File: config.mk
export PLATFORM = sky130hd
export DESIGN_NAME = sbus_tx_buffer
export DESIGN_NICKNAME = d
export VERILOG_FILES = /design/src/rtl/sbus_tx_pkg.sv /design/src/rtl/sbus_tx_holdreg.sv /design/src/rtl/sbus_tx_shifter.sv /design/src/rtl/sbus_tx_seq.sv /design/src/rtl/sbus_tx_buffer.sv
export SDC_FILE = /design/constraint.sdc
export NUM_CORES = 1
export LEC_CHECK = 0
export BUFFER_PORTS_ARGS = -buffer_cell sky130_fd_sc_hd__buf_4
export CORE_MARGIN = 10
export CORE_UTILIZATION = 60
export CTS_CLUSTER_DIAMETER = 120
export DETAILED_ROUTE_END_ITERATION = 10
export PLACE_DENSITY = 0.82
export SLEW_MARGIN = 20
export SYNTH_ARGS = -nofsm -noshare
export SYNTH_HDL_FRONTEND = slang
export SYNTH_SLANG_ARGS = --single-unit
export TNS_END_PERCENT = 100
File: constraint.sdc
create_clock -name clk -period 5.35 [get_ports clk]
set_input_delay 0.2675 -clock clk [delete_from_list [all_inputs] [get_ports clk]]
set_output_delay 0.2675 -clock clk [all_outputs]
set_load 0.005 [all_outputs]
File: src/rtl/sbus_tx_pkg.sv
package sbus_tx_pkg;
  typedef enum logic [1:0] {
    ST_IDLE  = 2'd0,
    ST_SHIFT = 2'd1,
    ST_ACK   = 2'd2
  } tx_state_e;
endpackage

File: src/rtl/sbus_tx_holdreg.sv
module sbus_tx_holdreg #(
  parameter int DW = 8
) (
  input  logic          clk,
  input  logic          rst,
  input  logic          wr_en,
  input  logic [DW-1:0] wr_data,
  input  logic          take,
  output logic [DW-1:0] dr_q,
  output logic          full_q
);
  // A write always wins over a take in the same cycle.
  always_ff @(posedge clk) begin
    if (rst) begin
      dr_q   <= '0;
      full_q <= 1'b0;
    end else if (wr_en) begin
      dr_q   <= wr_data;
      full_q <= 1'b1;
    end else if (take) begin
      full_q <= 1'b0;
    end
  end
endmodule

File: src/rtl/sbus_tx_shifter.sv
module sbus_tx_shifter #(
  parameter int DW = 8
) (
  input  logic          clk,
  input  logic          rst,
  input  logic          load_new,
  input  logic          reload,
  input  logic          shift,
  input  logic [DW-1:0] new_byte,
  output logic          sout,
  output logic          byte_done
);
  localparam int BIT_W = (DW > 1) ? $clog2(DW) : 1;

  logic [DW-1:0]    shreg;
  logic [DW-1:0]    copy_q;
  logic [BIT_W-1:0] bcnt;

  // The shift register fills with ones, so the line rests high after the last bit.
  always_ff @(posedge clk) begin
    if (rst) begin
      shreg  <= '1;
      copy_q <= '0;
      bcnt   <= '0;
    end else if (load_new) begin
      shreg  <= new_byte;
      copy_q <= new_byte;
      bcnt   <= '0;
    end else if (reload) begin
      shreg  <= copy_q;
      bcnt   <= '0;
    end else if (shift) begin
      shreg  <= {shreg[DW-2:0], 1'b1};
      bcnt   <= bcnt + BIT_W'(1);
    end
  end

  assign sout      = shreg[DW-1];
  assign byte_done = shift && (bcnt == BIT_W'(DW - 1));
endmodule

File: src/rtl/sbus_tx_seq.sv
module sbus_tx_seq
  import sbus_tx_pkg::*;
#(
  parameter int MAX_BYTES = 32,
  parameter int LEN_W     = 6,
  parameter int RETRY_W   = 4
) (
  input  logic               clk,
  input  logic               rst,
  input  logic               start,
  input  logic               bcast,
  input  logic [LEN_W-1:0]   frame_len,
  input  logic [RETRY_W-1:0] retry_max,
  input  logic               bit_en,
  input  logic               ack_valid,
  input  logic               ack_ok,
  input  logic               full,
  input  logic               byte_done,
  output logic               take,
  output logic               reload,
  output logic               shift,
  output logic               busy,
  output logic               irq_svc,
  output logic               irq_err,
  output logic               done
);
  localparam int CNT_W = $clog2(MAX_BYTES + 1);

  tx_state_e          state;
  logic [CNT_W-1:0]   idx;
  logic [CNT_W-1:0]   len_q;
  logic [CNT_W-1:0]   len_eff;
  logic [CNT_W-1:0]   next_idx;
  logic [CNT_W-1:0]   next_len;
  logic [RETRY_W-1:0] retry_cnt;
  logic [RETRY_W-1:0] rmax_q;
  logic               bcast_q;
  logic               underrun;
  logic               fail;
  logic               fin;

  // Clamp the requested length to the range 1 .. MAX_BYTES.
  always_comb begin
    if (frame_len == '0)
      len_eff = CNT_W'(1);
    else if (frame_len > LEN_W'(MAX_BYTES))
      len_eff = CNT_W'(MAX_BYTES);
    else
      len_eff = CNT_W'(frame_len);
  end

  assign next_idx = (state == ST_IDLE) ? CNT_W'(1) : idx + CNT_W'(1);
  assign next_len = (state == ST_IDLE) ? len_eff : len_q;

  always_comb begin
    take     = 1'b0;
    reload   = 1'b0;
    underrun = 1'b0;
    fail     = 1'b0;
    fin      = 1'b0;
    unique case (state)
      ST_IDLE: begin
        if (start) begin
          if (full) take = 1'b1;
          else      underrun = 1'b1;
        end
      end
      ST_ACK: begin
        if (ack_valid) begin
          if (bcast_q || ack_ok) begin
            if (idx == len_q) fin = 1'b1;
            else if (full)    take = 1'b1;
            else              underrun = 1'b1;
          end else if (retry_cnt == rmax_q) begin
            fail = 1'b1;
          end else begin
            reload = 1'b1;
          end
        end
      end
      default: ;
    endcase
  end

  assign shift = (state == ST_SHIFT) && bit_en;
  assign busy  = (state != ST_IDLE);

  always_ff @(posedge clk) begin
    if (rst) begin
      state     <= ST_IDLE;
      idx       <= '0;
      len_q     <= CNT_W'(1);
      bcast_q   <= 1'b0;
      rmax_q    <= '0;
      retry_cnt <= '0;
      irq_svc   <= 1'b0;
      irq_err   <= 1'b0;
      done      <= 1'b0;
    end else begin
      irq_svc <= take && (next_idx != next_len) && (next_idx != CNT_W'(MAX_BYTES));
      irq_err <= underrun || fail;
      done    <= fin;
      if (take) begin
        state     <= ST_SHIFT;
        idx       <= next_idx;
        retry_cnt <= '0;
        if (state == ST_IDLE) begin
          len_q   <= len_eff;
          bcast_q <= bcast;
          rmax_q  <= retry_max;
        end
      end else if (reload) begin
        state     <= ST_SHIFT;
        retry_cnt <= retry_cnt + RETRY_W'(1);
      end else if (underrun || fail || fin) begin
        state <= ST_IDLE;
      end else if (byte_done) begin
        state <= ST_ACK;
      end
    end
  end
endmodule

File: src/rtl/sbus_tx_buffer.sv
module sbus_tx_buffer #(
  parameter int DW        = 8,
  parameter int MAX_BYTES = 32,
  parameter int LEN_W     = 6,
  parameter int RETRY_W   = 4
) (
  input  logic               clk,
  input  logic               rst,
  input  logic               wr_en,
  input  logic [DW-1:0]      wr_data,
  input  logic               start,
  input  logic               bcast,
  input  logic [LEN_W-1:0]   frame_len,
  input  logic [RETRY_W-1:0] retry_max,
  input  logic               bit_en,
  input  logic               ack_valid,
  input  logic               ack_ok,
  output logic               ser_out,
  output logic               busy,
  output logic               dr_full,
  output logic               irq_svc,
  output logic               irq_err,
  output logic               done
);
  logic [DW-1:0] dr_q;
  logic          take;
  logic          reload;
  logic          shift;
  logic          byte_done;

  sbus_tx_holdreg #(.DW(DW)) u_hold (
    .clk     (clk),
    .rst     (rst),
    .wr_en   (wr_en),
    .wr_data (wr_data),
    .take    (take),
    .dr_q    (dr_q),
    .full_q  (dr_full)
  );

  sbus_tx_shifter #(.DW(DW)) u_shift (
    .clk       (clk),
    .rst       (rst),
    .load_new  (take),
    .reload    (reload),
    .shift     (shift),
    .new_byte  (dr_q),
    .sout      (ser_out),
    .byte_done (byte_done)
  );

  sbus_tx_seq #(
    .MAX_BYTES (MAX_BYTES),
    .LEN_W     (LEN_W),
    .RETRY_W   (RETRY_W)
  ) u_seq (
    .clk       (clk),
    .rst       (rst),
    .start     (start),
    .bcast     (bcast),
    .frame_len (frame_len),
    .retry_max (retry_max),
    .bit_en    (bit_en),
    .ack_valid (ack_valid),
    .ack_ok    (ack_ok),
    .full      (dr_full),
    .byte_done (byte_done),
    .take      (take),
    .reload    (reload),
    .shift     (shift),
    .busy      (busy),
    .irq_svc   (irq_svc),
    .irq_err   (irq_err),
    .done      (done)
  );
endmodule

**Word-level counts from Yosys, hierarchy flattened**

Cells that the tools add are included.

- Bitwise logic cells: 0
- $add $sub $neg: 3
- Mux-type cells: 37
- Order comparisons: 1
- Equality and inequality tests: 7
- Multipliers: 0
- Divide/modulo/power cells: 0
- Reduce and logical (&&, ||, !) cells: 17
- Shift operators: 0

Operator list:

| operator | count |
|---|---|
| $mux 1 | 28 |
| $mux 6 | 4 |
| $mux 8 | 3 |
| $add 6x1->6 const B | 1 |
| $eq 6x6->1 | 1 |
| $gt 6x6->1 const B | 1 |
| $logic_not 6->1 | 1 |
| $ne 6x6->1 | 1 |
| $ne 6x6->1 const B | 1 |
| $add 4x1->4 const B | 1 |
| $eq 4x4->1 | 1 |
| $logic_and 1x1->1 | 4 |
| $pmux 1 s2 | 2 |
| $reduce_bool 2->1 | 2 |
| $reduce_bool 4->1 | 1 |
| $reduce_or 4->1 | 1 |
| $add 3x1->3 const B | 1 |
| $eq 3x3->1 const B | 1 |
| $logic_or 1x1->1 | 3 |
| $reduce_bool 3->1 | 1 |
| $reduce_or 3->1 | 1 |
| $eq 2x1->1 const B | 1 |
| $eq 2x2->1 const B | 1 |
| $logic_not 2->1 | 1 |
| 2 further kinds | 2 |

- Output and inout port bits: 6
- Flip-flop bits (word level): 54
- RAM bits: 0
- Logic and storage cells: 80
- Memory bits (read-only): 0
- Latch bits: 0
- Input port bits: 26
- Memories kept: 0

**Depth between registers and ports, before layout**

- Depth in word-level cells: 10
- Depth in mapped cells: 9
- Mapped depth without buffers: 6

**Modules after synthesis**

Synthesis repeated with hierarchy kept, for this count alone.

- Cells, all modules: 297
- Area, all modules: 2796.4 um^2

Modules (own cells, without submodules):

| module | times used | cells an instance | area each (um^2) | seq. area each (um^2) |
|---|---|---|---|---|
| sbus_tx_seq | 1 | 182 | 1560.2 | 520.5 |
| sbus_tx_shifter | 1 | 85 | 914.6 | 380.4 |
| sbus_tx_holdreg | 1 | 30 | 321.6 | 180.2 |

**Least setup slack after synthesis**

Ideal clock, no wire load.

- Kind: register to register
- Start point: register u_seq.idx[2]
- End point: register u_seq.irq_svc
- Data arrival time: 1.696 ns
- Library setup time: 0.118 ns
- Period minus slack after synthesis: 1.813 ns
- Buffers on the path: 1
- Setup slack: 3.537 ns
- Cell stages (with the launch flop): 7
- Data required time: 5.232 ns
- Cells stage by stage: dfxtp_1 -> buf_4 -> nand3_1 -> or3_1 -> a2111oi_0 -> o211ai_1 -> o2111a_1

- Longest elaborated chain between the ends: 7
- Elaborated cells on any way between the ends: 11
- Classes of those cells: add/sub (1); eq/ne (3); mux (5); reduce/logical (2)

Ends and longest elaborated chain:

| item | RTL line | text |
|---|---|---|
| start, declared | sbus_tx_seq.sv:30 | `logic [CNT_W-1:0] idx;` |
| start signal, assigned | sbus_tx_seq.sv:105 | `idx <= next_idx;` |
| branches (longest 6 deep; another with $add 6x1->6) | n/a |  |
| $logic_and 1x1->1 (*) | sbus_tx_seq.sv:100 | `irq_svc <= take && (next_idx != next_len) && (next_idx != CNT_W'(MAX_BYTES));` |
| end signal, assigned | sbus_tx_seq.sv:100 |  |
| end, declared | sbus_tx_seq.sv:23 | `output logic irq_svc,` |

Mark *: on every way between the ends.
A chain may end at the register's enable or synchronous reset.

**Worst setup path in the final report**

- Start point: register u_seq.state[0]
- End point: register u_shift.bcnt[2]

- Longest elaborated chain between the ends: 3
- Elaborated cells on any way between the ends: 7
- Classes of those cells: eq/ne (2); mux (2); reduce/logical (3)

Ends and longest elaborated chain:

| item | RTL line | text |
|---|---|---|
| start, declared | sbus_tx_seq.sv:29 | `tx_state_e state;` |
| start signal, assigned | sbus_tx_seq.sv:90 | `state <= ST_IDLE;` |
| start signal, assigned | sbus_tx_seq.sv:104 | `state <= ST_SHIFT;` |
| start signal, assigned | sbus_tx_seq.sv:113 | `state <= ST_SHIFT;` |
| $eq 2x2->1 / $logic_not 2->1 (equally long branches) | sbus_tx_seq.sv:61 | `unique case (state)` |
| $pmux 1 s2 / $mux 1 (equally long branches) | sbus_tx_seq.sv:61 |  |
| $reduce_or 3->1 (no source line) | n/a |  |
| end signal, assigned | sbus_tx_shifter.sv:34 | `bcnt <= bcnt + BIT_W'(1);` |
| end, declared | sbus_tx_shifter.sv:17 | `logic [BIT_W-1:0] bcnt;` |

Several ways; a longest one is shown, not always the timed one.

==> impl_metrics.csv <==
group,metric,value,unit
die,fp.dieW,85.3,um
logic_synthesis,post-synth-top-count-cell,"dfxtp_1",
sta,rsz0062_at_grt,"no",
logic_synthesis,synth_top_family_by_area,"simple AND/OR/NAND/NOR gates",
final_layout,syn_to_final_growth,11.3,%
clock_network,cts_resized,0,
run_status,outcome,"finished clean",
logic_synthesis,yosys.area_share.xor_xnor,0.0685,
grt,grt_pass1_vias,2092,
logic_synthesis,netlist_area,0.00256,mm2
logic_synthesis,synth_nets,313,
grt,grt_max_degree,49,
routing,drtIter0Drc,202,
worst_setup_path,end_kind,"flip-flop",
logic_synthesis,synthDominantCellAreaShare,0.422,
power_and_ir_drop,p_total,756,uW
final_layout,finalInstanceArea,0.00285,mm2
power_and_ir_drop,pwr-share-comb,0.125,
logic_synthesis,synth.largest_area_cell,"dfxtp_1",
routing,dr.pass1.iters,4,
worst_setup_path,cp.arrival,2.51,ns
sta,fmax,0.431,GHz
logic_synthesis,synth-simple-area-share,0.191,
placement,numPortBuffers,31,
power_and_ir_drop,ir_drop,0.202,mV
sta,final_max_slew_viol_count,0,
routing,ant_nets,0,
die,core_area,0.00406,mm2
power_and_ir_drop,p_sw,200,uW
clock_network,cts_hold_buf,0,
logic_synthesis,synth_compound_area_frac,0.176,
sta,setup_slack,3.03,ns
grt,grt.total_usage,0.157,
logic_synthesis,synthAdderAreaFrac,0.0196,
clock_network,cts_tree,"yes",
routing,vias,2160,
logic_synthesis,ys_types,45,
power_and_ir_drop,p_clk_frac,0.304,
placement,gp_congestion,0.892,
logic_synthesis,async_flop_share,0,
power_and_ir_drop,leakage,1.14,nW
final_layout,layout-drive-gt1-share,0.141,
placement,place_ws,3.08,ns
worst_setup_path,crit_type,"flip-flop to flip-flop",
logic_synthesis,synth-edff-count,0,
logic_synthesis,synth-seq-area-share,0.422,
grt,antenna_found_initial,0,
sta,whs,0.176,ns
sta,skew,0.00821,ns
logic_synthesis,ys_top_cells_by_area,"dfxtp_1 42%, mux2i_1 7.4%, a221o_1 5.5%",
logic_synthesis,syn_inst,283,
worst_setup_path,critPathMaxFanout,12,
hold_path,worst_hold_path_type,"input pin to flip-flop",
run,drv_cap,0,
sta,period_share,0.433,
routing,wl_per_cell,16.1,um
final_layout,multi_input_area,0.00135,mm2
power_and_ir_drop,power_density,265,mW/mm2
sta,worst_slew_pin_slew,0.796,ns
placement,hpwlAfterDp,3990,um
die,fp-row-count,23,
grt,grt_pass1_wl,9800,um
die,start_util,0.631,
logic_synthesis,synthMuxAreaShare,0.0743,
clock_network,clock_path_buffers,2,
final_layout,fin_nets,333,
logic_synthesis,synth_ff_type,"dfxtp_1",
power_and_ir_drop,p_seq_frac,0.570,
die,dieHeight,85.3,um
die,ios,32,
clock_network,insertion_delay,0.31,ns
power_and_ir_drop,internal_power,556,uW
clock_network,cts_setup_buffers,0,
logic_synthesis,ys_warn_count,0,
sta,max_slew_margin,0.465,
die,dieArea,0.00728,mm2
sta,setup_viol,0,
worst_setup_path,cp.required,5.54,ns
clock_network,path_clk_slew,0.10,ns
routing,viasPerCell,6.10,
logic_synthesis,synth_seq_cells,54,
routing,drc,0,
final_layout,diodes,0,
clock_network,htreeDepth,2,
clock_network,cts.sinks,54,
placement,placed_area,0.00276,mm2
grt,overflow,0,
logic_synthesis,synth.cells.most_frequent,"54 x dfxtp_1, 34 x nor2_1, 24 x nand2_1, 19 x a21oi_1, 19 x mux2i_1",
final_layout,ff_latch_area,0.00108,mm2
worst_setup_path,start_kind,"flip-flop",
final_layout,n_fill_cell,343,
logic_synthesis,syn_area_per_cell,9.04,um2
sta,tns,0,ns
sta,hold_viol,0,
clock_network,cts_root_buffer,"clkbuf_8",
sta,period_minus_slack,2.32,ns
clock_network,cts_made_buffers,5,
routing,wl,5700,um
power_and_ir_drop,swShare,0.264,
[metrics by stage]
| step | util | cells |
|---|---|---|
| after floorplan | - | 283 |
| after global placement | 0.679 | 346 |
| after detailed placement | 0.679 | 346 |
| after CTS | 0.702 | 354 |
| after global routing | 0.702 | 354 |
| final | 0.702 | 354 |
[critical path, stage by stage (launching register included)]
cell and delay (ns):
dfxtp_1 0.41, nor2_1 0.55, nand2_1 0.26, a311o_1 0.57
o21ai_0 0.27, nor3_1 0.11
[sequential cells by signal, indices dropped and copies added, names as in the netlist]
| signal | count |
|---|---|
| u_hold.dr_q | 8 |
| u_hold.full_q | 1 |
| u_seq.bcast_q | 1 |
| u_seq.done | 1 |
| u_seq.idx | 6 |
| u_seq.irq_err | 1 |
| u_seq.irq_svc | 1 |
| u_seq.len_q | 6 |
| u_seq.retry_cnt | 4 |
| u_seq.rmax_q | 4 |
| u_seq.state | 2 |
| u_shift.bcnt | 3 |
| u_shift.copy_q | 8 |
| u_shift.shreg | 8 |
[final timing paths]
path                    from               to  slack, ns  depth (start not counted)
max           u_seq.state[0]  u_shift.bcnt[2]       3.03                          5
min               wr_data[2]   u_hold.dr_q[2]       0.18                          3
min reg2reg  u_seq.rmax_q[1]  u_seq.rmax_q[1]       0.47                          2
max reg2reg   u_seq.state[0]  u_shift.bcnt[2]       3.03                          5
[cell families (layout without fill, tap and decap cells)]
kind of cell,count (synthesis),count (layout)
AOI/OAI and AO/OA,62,62
xor gates and xnor gates,20,20
adders and majority gates,4,4
buffers and inverters,24,45
DFF,54,54
muxes,19,19
and+or+nand+nor,100,100
[area by class of cell]
cell class | instances | share of cell area
sequential | 54 | 0.379
clock inverter | 3 | 0.00834
multi-input combinational | 205 | 0.475
tap | 50 | 0.0220
timing repair buffer | 32 | 0.0843
clock buffer | 5 | 0.0242
inverter | 5 | 0.00659
[layout by cell type (no fill, tap or decap), types with 5 or more instances in the layout]
cell type  instances
a221o_1           14
nor2_1            34
xor2_1            11
xnor2_1            9
clkbuf_8           5
nor3_1            14
nand3_1            6
a21oi_1           19
buf_4             32
o21ai_0           10
mux2i_1           19
inv_1              5
dfxtp_1           54
nand2_1           24
[metal layers]
metal / track usage / wire [um] / part of all wire
met2: 0.257 / 2700 / 0.47
met1: 0.203 / 2610 / 0.46
met5: 0 / 0 / 0
met4: 0.0509 / 98 / 0.017
met3: 0.0287 / 300 / 0.053
[power groups by stage]
| stage | combinational [mW] | sequential, mW | clock (mW) |
|---|---|---|---|
| after detailed placement | 0.0932 | 0.440 | 0 |
| final | 0.0946 | 0.431 | 0.230 |
| after global routing | 0.105 | 0.434 | 0.245 |
| after CTS | 0.0942 | 0.431 | 0.235 |
| after floorplan | 0.0666 | 0.436 | 0 |
| after global placement | 0.0917 | 0.440 | 0 |
No activity file was read; power rests on OpenSTA's default activity.
